$ cat config.mk
export PLATFORM = sky130hd
export DESIGN_NAME = ipc_mailbox
export DESIGN_NICKNAME = d
export VERILOG_FILES = /design/src/rtl/mbx_pkg.sv /design/src/rtl/mbx_buffer.sv /design/src/rtl/mbx_ctrl.sv /design/src/rtl/mbx_rdpath.sv /design/src/rtl/ipc_mailbox.sv
export SDC_FILE = /design/constraint.sdc
export NUM_CORES = 1
export LEC_CHECK = 0
export CORE_ASPECT_RATIO = 1.25
export CORE_MARGIN = 10
export CORE_UTILIZATION = 33
export CTS_CLUSTER_SIZE = 40
export DETAILED_ROUTE_END_ITERATION = 6
export SYNTH_ARGS = -nofsm -noshare
export SYNTH_HDL_FRONTEND = slang
export SYNTH_HIERARCHICAL = 1
export SYNTH_SLANG_ARGS = --single-unit
export TNS_END_PERCENT = 20
$ cat constraint.sdc
create_clock -name clk -period 5.2 [get_ports clk]
set_input_delay 1.56 -clock clk [delete_from_list [all_inputs] [get_ports clk]]
set_output_delay 1.56 -clock clk [all_outputs]
set_load 0.05 [all_outputs]
$ cat src/rtl/mbx_pkg.sv
package mbx_pkg;
  // host-visible byte offsets
  localparam int OFF_CMD  = 'h00;
  localparam int OFF_STAT = 'h04;
  localparam int OFF_WBUF = 'h80;
  localparam int OFF_RBUF = 'h90;

  // command word bit positions
  localparam int CMD_IOC_BIT = 8;
  localparam int CMD_ID_LSB  = 12;
  localparam int STAT_IRQ_BIT = 2;

  typedef struct packed {
    logic [7:0] spare_hi;
    logic [7:0] code;
    logic [7:0] init;
    logic [3:0] id;
    logic       spare_lo;
    logic       irq;
    logic       err;
    logic       busy;
  } mbx_status_t;

  typedef enum logic [1:0] {
    SRC_NONE = 2'd0,
    SRC_STAT = 2'd1,
    SRC_RBUF = 2'd2
  } mbx_src_e;
endpackage

$ cat src/rtl/mbx_buffer.sv
// Word storage with one write port and one registered read port
// (read-before-write on a collision), shaped for block RAM inference.
module mbx_buffer #(
  parameter int WORDS = 4,
  parameter int DW    = 32,
  localparam int IW   = (WORDS > 1) ? $clog2(WORDS) : 1
) (
  input  logic          clk,
  input  logic          we,
  input  logic [IW-1:0] wr_idx,
  input  logic [DW-1:0] wr_data,
  input  logic [IW-1:0] rd_idx,
  output logic [DW-1:0] rd_data
);
  logic [DW-1:0] mem [WORDS];

  always_ff @(posedge clk) begin
    if (we) mem[wr_idx] <= wr_data;
    rd_data <= mem[rd_idx];
  end
endmodule

$ cat src/rtl/mbx_ctrl.sv
// Busy / error / interrupt bookkeeping of the mailbox.
module mbx_ctrl
  import mbx_pkg::*;
(
  input  logic        clk,
  input  logic        rst,
  input  logic        cmd_wr,
  input  logic [31:0] cmd_data,
  input  logic        irq_clr,
  input  logic        done,
  input  logic        done_err,
  input  logic [7:0]  done_code,
  input  logic [7:0]  done_init,
  output mbx_status_t status,
  output logic [31:0] cmd_word,
  output logic        doorbell,
  output logic        host_irq
);
  logic       busy_q, err_q, ovr_q, irq_q, ioc_q;
  logic [3:0] id_q;
  logic [7:0] code_q, init_q;
  logic [31:0] cmd_q;
  logic       bell_q, hirq_q;

  logic accept, overrun, finish;
  assign accept  = cmd_wr & ~busy_q;
  assign overrun = cmd_wr &  busy_q;
  assign finish  = done   &  busy_q;

  always_ff @(posedge clk) begin
    if (rst) begin
      busy_q <= 1'b0;
      err_q  <= 1'b0;
      ovr_q  <= 1'b0;
      irq_q  <= 1'b0;
      ioc_q  <= 1'b0;
      id_q   <= '0;
      code_q <= '0;
      init_q <= '0;
      cmd_q  <= '0;
      bell_q <= 1'b0;
      hirq_q <= 1'b0;
    end else begin
      bell_q <= accept;
      hirq_q <= finish & ioc_q;

      if (accept) begin
        busy_q <= 1'b1;
        cmd_q  <= cmd_data;
        ioc_q  <= cmd_data[CMD_IOC_BIT];
        id_q   <= cmd_data[CMD_ID_LSB +: 4];
        err_q  <= 1'b0;
        ovr_q  <= 1'b0;
      end else if (finish) begin
        busy_q <= 1'b0;
        err_q  <= done_err | ovr_q;
        code_q <= done_code;
        init_q <= done_init;
      end

      // a refused command forces the error flag, even on a completion edge
      if (overrun) begin
        ovr_q <= 1'b1;
        err_q <= 1'b1;
      end

      // completion setting the flag wins over a host clear
      if (finish & ioc_q)  irq_q <= 1'b1;
      else if (irq_clr)    irq_q <= 1'b0;
    end
  end

  always_comb begin
    status          = '0;
    status.busy     = busy_q;
    status.err      = err_q;
    status.irq      = irq_q;
    status.id       = id_q;
    status.init     = init_q;
    status.code     = code_q;
  end

  assign cmd_word = cmd_q;
  assign doorbell = bell_q;
  assign host_irq = hirq_q;
endmodule

$ cat src/rtl/mbx_rdpath.sv
// Host read return path: registered source select, status snapshot and byte lane.
module mbx_rdpath
  import mbx_pkg::*;
(
  input  logic        clk,
  input  logic        rst,
  input  logic        rd_en,
  input  mbx_src_e    src,
  input  logic [1:0]  lane,
  input  logic        byte_mode,
  input  mbx_status_t status,
  input  logic [31:0] rbuf_word,
  output logic [31:0] rdata,
  output logic        rvalid
);
  mbx_src_e    src_q;
  logic [1:0]  lane_q;
  logic        byte_q;
  logic [31:0] stat_q;
  logic        valid_q;

  always_ff @(posedge clk) begin
    if (rst) begin
      src_q   <= SRC_NONE;
      lane_q  <= '0;
      byte_q  <= 1'b0;
      stat_q  <= '0;
      valid_q <= 1'b0;
    end else begin
      src_q   <= rd_en ? src : SRC_NONE;
      lane_q  <= lane;
      byte_q  <= byte_mode;
      stat_q  <= status;
      valid_q <= rd_en;
    end
  end

  logic [31:0] word;
  always_comb begin
    case (src_q)
      SRC_STAT: word = stat_q;
      SRC_RBUF: word = rbuf_word;
      default:  word = '0;
    endcase
  end

  logic [7:0] lanes [4];
  for (genvar g = 0; g < 4; g++) begin : g_lane
    assign lanes[g] = word[8*g +: 8];
  end

  assign rdata  = byte_q ? {24'h0, lanes[lane_q]} : word;
  assign rvalid = valid_q;
endmodule

$ cat src/rtl/ipc_mailbox.sv
module ipc_mailbox
  import mbx_pkg::*;
#(
  parameter int BUF_BYTES = 16,
  parameter int ADDR_W    = 8,
  localparam int WORDS    = BUF_BYTES / 4,
  localparam int IDX_W    = (WORDS > 1) ? $clog2(WORDS) : 1
) (
  input  logic              clk,
  input  logic              rst,
  input  logic              h_wr_en,
  input  logic              h_rd_en,
  input  logic [ADDR_W-1:0] h_addr,
  input  logic [31:0]       h_wdata,
  input  logic              h_rd_byte,
  output logic [31:0]       h_rdata,
  output logic              h_rvalid,
  output logic              host_irq,
  output logic              ctl_doorbell,
  output logic [31:0]       ctl_cmd,
  input  logic [IDX_W-1:0]  ctl_pay_idx,
  output logic [31:0]       ctl_pay_word,
  input  logic              ctl_rsp_we,
  input  logic [IDX_W-1:0]  ctl_rsp_idx,
  input  logic [31:0]       ctl_rsp_word,
  input  logic              ctl_done,
  input  logic              ctl_err,
  input  logic [7:0]        ctl_err_code,
  input  logic [7:0]        ctl_init_id
);
  localparam logic [ADDR_W-1:0] A_CMD  = ADDR_W'(OFF_CMD);
  localparam logic [ADDR_W-1:0] A_STAT = ADDR_W'(OFF_STAT);
  localparam logic [ADDR_W-1:0] A_WBUF = ADDR_W'(OFF_WBUF);
  localparam logic [ADDR_W-1:0] A_RBUF = ADDR_W'(OFF_RBUF);
  localparam logic [ADDR_W-1:0] A_SPAN = ADDR_W'(BUF_BYTES);

  // ---------------- address decode ----------------
  logic              sel_cmd, sel_stat, in_wbuf, in_rbuf;
  logic [ADDR_W-1:0] wb_off, rb_off;
  logic [IDX_W-1:0]  wb_idx, rb_idx;

  assign sel_cmd  = (h_addr == A_CMD);
  assign sel_stat = (h_addr == A_STAT);
  assign wb_off   = h_addr - A_WBUF;
  assign rb_off   = h_addr - A_RBUF;
  assign in_wbuf  = (h_addr >= A_WBUF) && (wb_off < A_SPAN);
  assign in_rbuf  = (h_addr >= A_RBUF) && (rb_off < A_SPAN);
  assign wb_idx   = IDX_W'(wb_off >> 2);
  assign rb_idx   = IDX_W'(rb_off >> 2);

  mbx_src_e rd_src;
  always_comb begin
    if (sel_stat)     rd_src = SRC_STAT;
    else if (in_rbuf) rd_src = SRC_RBUF;
    else              rd_src = SRC_NONE;
  end

  // ---------------- control state ----------------
  mbx_status_t stat_w;
  logic        busy_w, err_w, irqf_w;

  mbx_ctrl u_ctrl (
    .clk       (clk),
    .rst       (rst),
    .cmd_wr    (h_wr_en & sel_cmd),
    .cmd_data  (h_wdata),
    .irq_clr   (h_wr_en & sel_stat & h_wdata[STAT_IRQ_BIT]),
    .done      (ctl_done),
    .done_err  (ctl_err),
    .done_code (ctl_err_code),
    .done_init (ctl_init_id),
    .status    (stat_w),
    .cmd_word  (ctl_cmd),
    .doorbell  (ctl_doorbell),
    .host_irq  (host_irq)
  );

  assign busy_w = stat_w.busy;
  assign err_w  = stat_w.err;
  assign irqf_w = stat_w.irq;

  // ---------------- payload (host -> controller) ----------------
  mbx_buffer #(.WORDS(WORDS), .DW(32)) u_wbuf (
    .clk     (clk),
    .we      (h_wr_en & in_wbuf),
    .wr_idx  (wb_idx),
    .wr_data (h_wdata),
    .rd_idx  (ctl_pay_idx),
    .rd_data (ctl_pay_word)
  );

  // ---------------- answer (controller -> host) ----------------
  logic [31:0] rbuf_q;

  mbx_buffer #(.WORDS(WORDS), .DW(32)) u_rbuf (
    .clk     (clk),
    .we      (ctl_rsp_we),
    .wr_idx  (ctl_rsp_idx),
    .wr_data (ctl_rsp_word),
    .rd_idx  (rb_idx),
    .rd_data (rbuf_q)
  );

  // ---------------- host read return ----------------
  mbx_rdpath u_rd (
    .clk       (clk),
    .rst       (rst),
    .rd_en     (h_rd_en),
    .src       (rd_src),
    .lane      (h_addr[1:0]),
    .byte_mode (h_rd_byte),
    .status    (stat_w),
    .rbuf_word (rbuf_q),
    .rdata     (h_rdata),
    .rvalid    (h_rvalid)
  );
endmodule

==> results of run 1 <==
==> cell families (layout without fill, tap and decap cells) <==
| kind of cell | after synthesis | in the layout | share of synthesized area |
|---|---|---|---|
| flip-flops | 412 | 412 | 0.7516 |
| AND/OR/NAND/NOR | 127 | 127 | 0.04863 |
| adder cells (fa/ha/maj) | 2 | 2 | 0.001740 |
| buffers and inverters | 61 | 293 | 0.03436 |
| other | 1 | 9 | 0.0002607 |
| AO/OA/AOI/OAI | 119 | 119 | 0.06211 |
| multiplexers | 64 | 64 | 0.1013 |
==> placed cells by master (no fill, tap or decap), drive strengths merged, types with 9 or more instances in the layout <==
cell	netlist	layout
mux4	64	64
clkinv	0	14
nor2	28	28
conb	1	9
a22oi	32	32
nor2b	37	37
clkdlybuf4s50	0	193
o21ai	9	9
a21oi	19	19
clkbuf	5	60
a22o	31	31
dfxtp	156	156
buf	53	18
nand2	36	36
edfxtp	256	256
==> state kept, by name, indices dropped and copies added (netlist names), 2 cells and up <==
signal	cells
u_rd/stat_q	32
u_wbuf/rd_data	32
u_rd/lane_q	2
u_ctrl/code_q	8
u_rd/src_q	2
u_rbuf/mem	128
u_wbuf/mem	128
u_rbuf/rd_data	32
u_ctrl/id_q	3
u_ctrl/cmd_word	29
u_ctrl/init_q	8
==> how the worst max path moves through the flow <==
stage / endpoint / depth (start not counted) / slack, ns
global route: h_rdata[11] / 5 / 0.15
global placement: h_rdata[11] / 5 / 0.85
finish: h_rdata[11] / 5 / 0.35
detailed placement: h_rdata[11] / 5 / 0.85
CTS: h_rdata[11] / 5 / 0.24
floorplan: u_wbuf/mem[0][0] / 3 / 0.45
==> layer usage <==
layer  wire (um)  share of wire
met5          27        0.00078
met2       17220           0.50
met4         711          0.020
met1       14120           0.41
met3        2635          0.076
==> worst register-to-register path, stage by stage (launching register included) <==
cell	delay, ns
dfxtp_1	0.52
nor2b_1	0.17
nor2_4	0.79
a22o_1	0.28
==> metrics by stage <==
step / util / cell area [um^2] / worst slack [ns] / hold WS, ns / cells
2_1_floorplan: - / 14410 / 0.4450 / 0.4318 / 794
3_3_place_gp: 0.3884 / 16730 / 0.8515 / 0.4401 / 1512
3_5_place_dp: 0.3884 / 16730 / 0.8534 / 0.4461 / 1512
4_1_cts: 0.4214 / 18150 / 0.2386 / 0.4549 / 1591
5_1_grt: 0.4214 / 18150 / 0.1494 / 0.4671 / 1591
6_report: 0.4214 / 18150 / 0.3515 / 0.4537 / 1591
==> final cells by class <==
type                       count  area share
sequential                   412      0.5957
multi-input combinational    321      0.1726
timing repair buffer         211      0.1139
clock inverter                19    0.008618
inverter                       3   0.0006205
clock buffer                  60     0.06963
tap                          565     0.03895
==> power by group through the flow <==
stage	sequential, mW	combinational [mW]	clock (mW)
finish	3.61	0.346	3.02
global route	3.62	0.372	3.25
detailed placement	3.69	0.355	0
CTS	3.62	0.357	3.12
floorplan	3.72	0.139	0
global placement	3.68	0.351	0
==> flow_summary.json, run 1 <==
{
  "gr-usage-met2": 0.2208,
  "p_switching_mw": 1.447,
  "fin_skew_ns": 0.008977,
  "placementRows": 85,
  "vias": 7549,
  "drtIter0Drc": 443,
  "worst_slew_pin_slew_ns": 1.010,
  "die_area_um2": 52390,
  "synth-main-ff-cell": "edfxtp_1",
  "via_per_inst": 4.745,
  "yosysWarnings": 6,
  "critPathSlowestCell": "clkdlybuf4s50_1",
  "wl_per_cell_um": 21.82,
  "num_io_pins": 199,
  "n_fill_cell": 3869,
  "criticalPathCategory": "reg -> out",
  "r2r-start": "u_ctrl/busy_q",
  "cp.buffers_inverters": 2,
  "report.final.setup_viol": 0,
  "yosysMostFrequentCell": "edfxtp_1",
  "nets": 1094,
  "seqCellArea_um2": 10810,
  "htree_levels": 2,
  "max_freq_mhz": 206.3,
  "die_x_um": 206.7,
  "ant_nets": 0,
  "r2r_cells": 3,
  "grt_max_degree": 59,
  "regToRegSetupSlack_ns": 3.38,
  "diodes": 0,
  "clockRootBuffer": "clkbuf_16",
  "dp_hpwl_mm": 22.93,
  "coreArea_um2": 43070,
  "synthTopCellsByArea": "edfxtp_1 (53%), dfxtp_1 (22%), mux4_2 (9.4%)",
  "drc_errors": 0,
  "cts_resized": 0,
  "power_density_nw_per_um2": 384.7,
  "grt.met3_usage": 0.03452,
  "clkTransAtPathRegs_ns": 0.06,
  "dieHeight_um": 253.4,
  "power_frac_comb": 0.050,
  "slew_violations": 0,
  "grt_pass1_vias": 7829,
  "cp-end-kind": "output port",
  "clock_path_buffers": 3,
  "grt_pass1_wl_mm": 51.52,
  "hold_path.class": "reg -> reg",
  "p_leak_nw": 5.974,
  "ys_seq_area_frac": 0.7516,
  "synth_top_area_cell": "edfxtp_1",
  "synth_top_area_share": 0.5345,
  "p_sw_frac": 0.2072,
  "synth_edf_count": 256,
  "cts_tree": "done",
  "max-cap-violations": 0,
  "use_met1": 0.1628,
  "hold_buffers": 0,
  "critPathLaunchType": "register",
  "path_cells": "inv_1 -> ha_1 -> or2_1 -> nor2_1 -> clkdlybuf4s50_1",
  "ys_top_cells_by_count": "edfxtp_1 (256), dfxtp_1 (156), mux4_2 (60)",
  "pwr-share-clk": 0.433,
  "drive_above_1_share": 0.1618,
  "min_to": "u_ctrl/code_q[6]",
  "sequentialPowerShare": 0.518,
  "final_min_period_over_clock_period": 0.9324,
  "syn_to_final_growth_pct": 26.19,
  "cp_max_fo": 24,
  "dr.pass1.iters": 5,
  "cts_setup_buffers": 0,
  "fin_setup_tns_ns": 0,
  "crit_arrival_ns": 3.29,
  "cellInternalPower_mw": 5.536,
  "cts_sinks": 412,
  "grt.total_usage": 0.1320,
  "r2r_end": "u_ctrl/cmd_word[4]",
  "worstHoldStart": "u_ctrl/code_q[6]",
  "whs_path_depth": 2,
  "cp.required_ns": 3.64,
  "max_stage_delay_ns": 0.88,
  "clk_latency_ns": 0.55,
  "synth_cell_types": 43,
  "ir_worst_vdd_uv": 233.8,
  "port_buffers": 198,
  "cp-startpoint": "u_rd/src_q[0]",
  "finalHoldViolCount": 0,
  "grt-ovfl-total": 0,
  "antenna_found_initial": 3,
  "status": "finished clean",
  "place_congestion": 0.8730,
  "start_util": 0.3339,
  "numCtsBuffers": 43,
  "slew-limit-headroom": 0.3250,
  "syn_inst": 786,
  "async_flop_share": 0,
  "period_minus_slack_ns": 4.848,
  "multiInputGateArea_um2": 3133,
  "rsz0062_at_grt": "false",
  "avgSynthCellArea_um2": 18.30,
  "netlist_area_um2": 14380,
  "finalWirelength_mm": 34.72,
  "finalPower_mw": 6.983,
  "grt.busiest_layer": "met2",
  "synth-seq-cells": 412,
  "critical_path.top_delay_family": "simple AND/OR/NAND/NOR gates"
}
Note: power is estimated with default switching activity, not from simulation.
==> run 2, diff against run 1 <==
--- a/config.mk
+++ b/config.mk
@@ -10,6 +10,7 @@
 export CORE_UTILIZATION = 33
 export CTS_CLUSTER_SIZE = 40
 export DETAILED_ROUTE_END_ITERATION = 6
+export PLACE_DENSITY_LB_ADDON = 0.08
 export SYNTH_ARGS = -nofsm -noshare
 export SYNTH_HDL_FRONTEND = slang
 export SYNTH_HIERARCHICAL = 1
==> run 2 against run 1 <==
  * Critical path depth stayed put
  * Clock power hardly changed
  * Die area stayed put
  * Sequential power hardly changed
  * Via count is 0.41% lower
  * Register-to-register slack better by 0.04 ns
  * Maximum frequency is 1.7% higher
  * Combinational power hardly changed
  * Final cell count is 0.44% higher
  * Cell area hardly changed
  * Largest power group unchanged
  * Highest routed layer unchanged
==> flow_summary.json, run 2 (synthesized netlist as in run 1, its figures left out) <==
{
  "status": "finished clean",
  "grt_max_degree": 48,
  "period_minus_slack_ns": 4.769,
  "critPathLaunchType": "register",
  "cp_max_fo": 24,
  "finalHoldViolCount": 0,
  "rsz0062_at_grt": "false",
  "report.final.setup_viol": 0,
  "mostFrequentLayoutCells": "edfxtp_1 (256), clkdlybuf4s50_1 (193), dfxtp_1 (156), mux4_2 (60), clkbuf_16 (47)",
  "drtIter0Drc": 444,
  "wl_per_cell_um": 22.32,
  "cp.required_ns": 3.64,
  "r2r_cells": 3,
  "stdcell_count": 1598,
  "dp_cells": 1513,
  "finalWirelength_mm": 35.67,
  "maxUsedRoutingLayer": "met5",
  "n_fill_cell": 3929,
  "start_util": 0.3339,
  "clockRootBuffer": "clkbuf_16",
  "slew_violations": 0,
  "grt-ovfl-total": 0,
  "min_to": "u_ctrl/init_q[4]",
  "criticalPathCategory": "reg -> out",
  "whs_ns": 0.4532,
  "port_buffers": 198,
  "wl_met1_mm": 15.46,
  "nets": 1097,
  "via_per_inst": 4.705,
  "cts_resized": 0,
  "dp_hpwl_mm": 23.47,
  "crit_arrival_ns": 3.21,
  "cp-end-kind": "output port",
  "power_density_nw_per_um2": 386.0,
  "layout_commonest_cell": "edfxtp_1",
  "ir_worst_vdd_uv": 283.2,
  "place_congestion": 0.7603,
  "dr_wl_met2_mm": 17.40,
  "multiInputGateArea_um2": 3133,
  "grt.total_usage": 0.1351,
  "coreArea_um2": 43070,
  "antenna_found_initial": 1,
  "slew-limit-headroom": 0.3312,
  "drive_above_1_share": 0.1531,
  "vias": 7518,
  "p_leak_nw": 5.972,
  "numCtsBuffers": 45,
  "final_min_period_over_clock_period": 0.9170,
  "clk_latency_ns": 0.55,
  "syn_to_final_growth_pct": 26.29,
  "htree_levels": 2,
  "fin_setup_tns_ns": 0,
  "worstHoldStart": "u_ctrl/init_q[4]",
  "final_area_um2": 18160,
  "fin_skew_ns": 0.01184,
  "r2r_end": "u_ctrl/cmd_word[18]",
  "worst_slew_pin_slew_ns": 1.003,
  "ant_nets": 0,
  "placementRows": 85,
  "die_x_um": 206.7,
  "largest_registers": "u_rbuf/mem: 128 flops, u_wbuf/mem: 128 flops",
  "hold_buffers": 0,
  "cts_tree": "done",
  "place_area_um2": 16740,
  "wl_met3_mm": 2.227,
  "regToRegSetupSlack_ns": 3.42,
  "clkTransAtPathRegs_ns": 0.06,
  "num_io_pins": 199,
  "r2r-start": "u_ctrl/busy_q",
  "dr.pass1.iters": 4,
  "grt_pass1_vias": 8073,
  "drc_errors": 0,
  "finalPower_mw": 7.011,
  "max-cap-violations": 0,
  "seqCellArea_um2": 10810,
  "whs_path_depth": 2,
  "grt_pass1_wl_mm": 52.26,
  "clock_path_buffers": 3,
  "die_area_um2": 52390,
  "cts_sinks": 412,
  "cts_setup_buffers": 0,
  "max_freq_mhz": 209.7,
  "hold_path.class": "reg -> reg",
  "dieHeight_um": 253.4
}
==> run 2: cell count changes in the layout (fill, tap and decap cells not counted), moves of 2 or more <==
cell	previous run	this run
clkbuf_1	8	21
clkbuf_8	6	4
clkinv_2	10	4
clkinvlp_4	2	0
==> run 2: final cells by class <==
cell class | instances | area share
diodes | 1 | 0.0001378
clock buffers | 72 | 0.07212
inverters | 3 | 0.0006200
flip-flops and latches | 412 | 0.5952
multi-input cells | 321 | 0.1725
well taps | 565 | 0.03892
repair buffers | 212 | 0.1142
clock inverters | 12 | 0.006337
==> run 2: worst max path at each step <==
stage / start / to / cells past startpoint
2_1_floorplan: h_addr[5] / u_wbuf/mem[0][0] / 3
3_3_place_gp: u_rd/src_q[0] / h_rdata[17] / 5
3_5_place_dp: u_rd/src_q[0] / h_rdata[17] / 5
4_1_cts: u_rd/src_q[0] / h_rdata[17] / 5
5_1_grt: u_rd/src_q[0] / h_rdata[17] / 5
6_report: u_rd/src_q[0] / h_rdata[17] / 5
==> run 2: report_power, final <==
| group | switching, mW | internal, mW | total (mW) |
|---|---|---|---|
| sequential | 0.0386 | 3.57 | 3.61 |
| clock | 1.23 | 1.83 | 3.05 |
| combinational | 0.185 | 0.161 | 0.346 |
| total | 1.45 | 5.56 | 7.01 |
==> run 2: worst max-delay path: stages, from the launching register on <==
cell             delay, ns
dfxtp_1               0.34
inv_1                 0.05
ha_1                  0.44
or2_1                 0.61
nor2_1                0.35
clkdlybuf4s50_1       0.86
==> run 2: metal layers <==
metal / global-route usage / up-vias
met5: 0 / -
li1: - / 3458
met4: 0.03566 / 2
met1: 0.1733 / 3798
met3: 0.03670 / 39
met2: 0.2205 / 221
==> run 2: metrics by stage <==
stage               setup WS (ns)  utilization
finish                     0.4315       0.4217
CTS                        0.4073       0.4216
detailed placement          1.043       0.3886
global placement           0.9484       0.3886
floorplan                  0.4450            -
global route               0.2976       0.4216
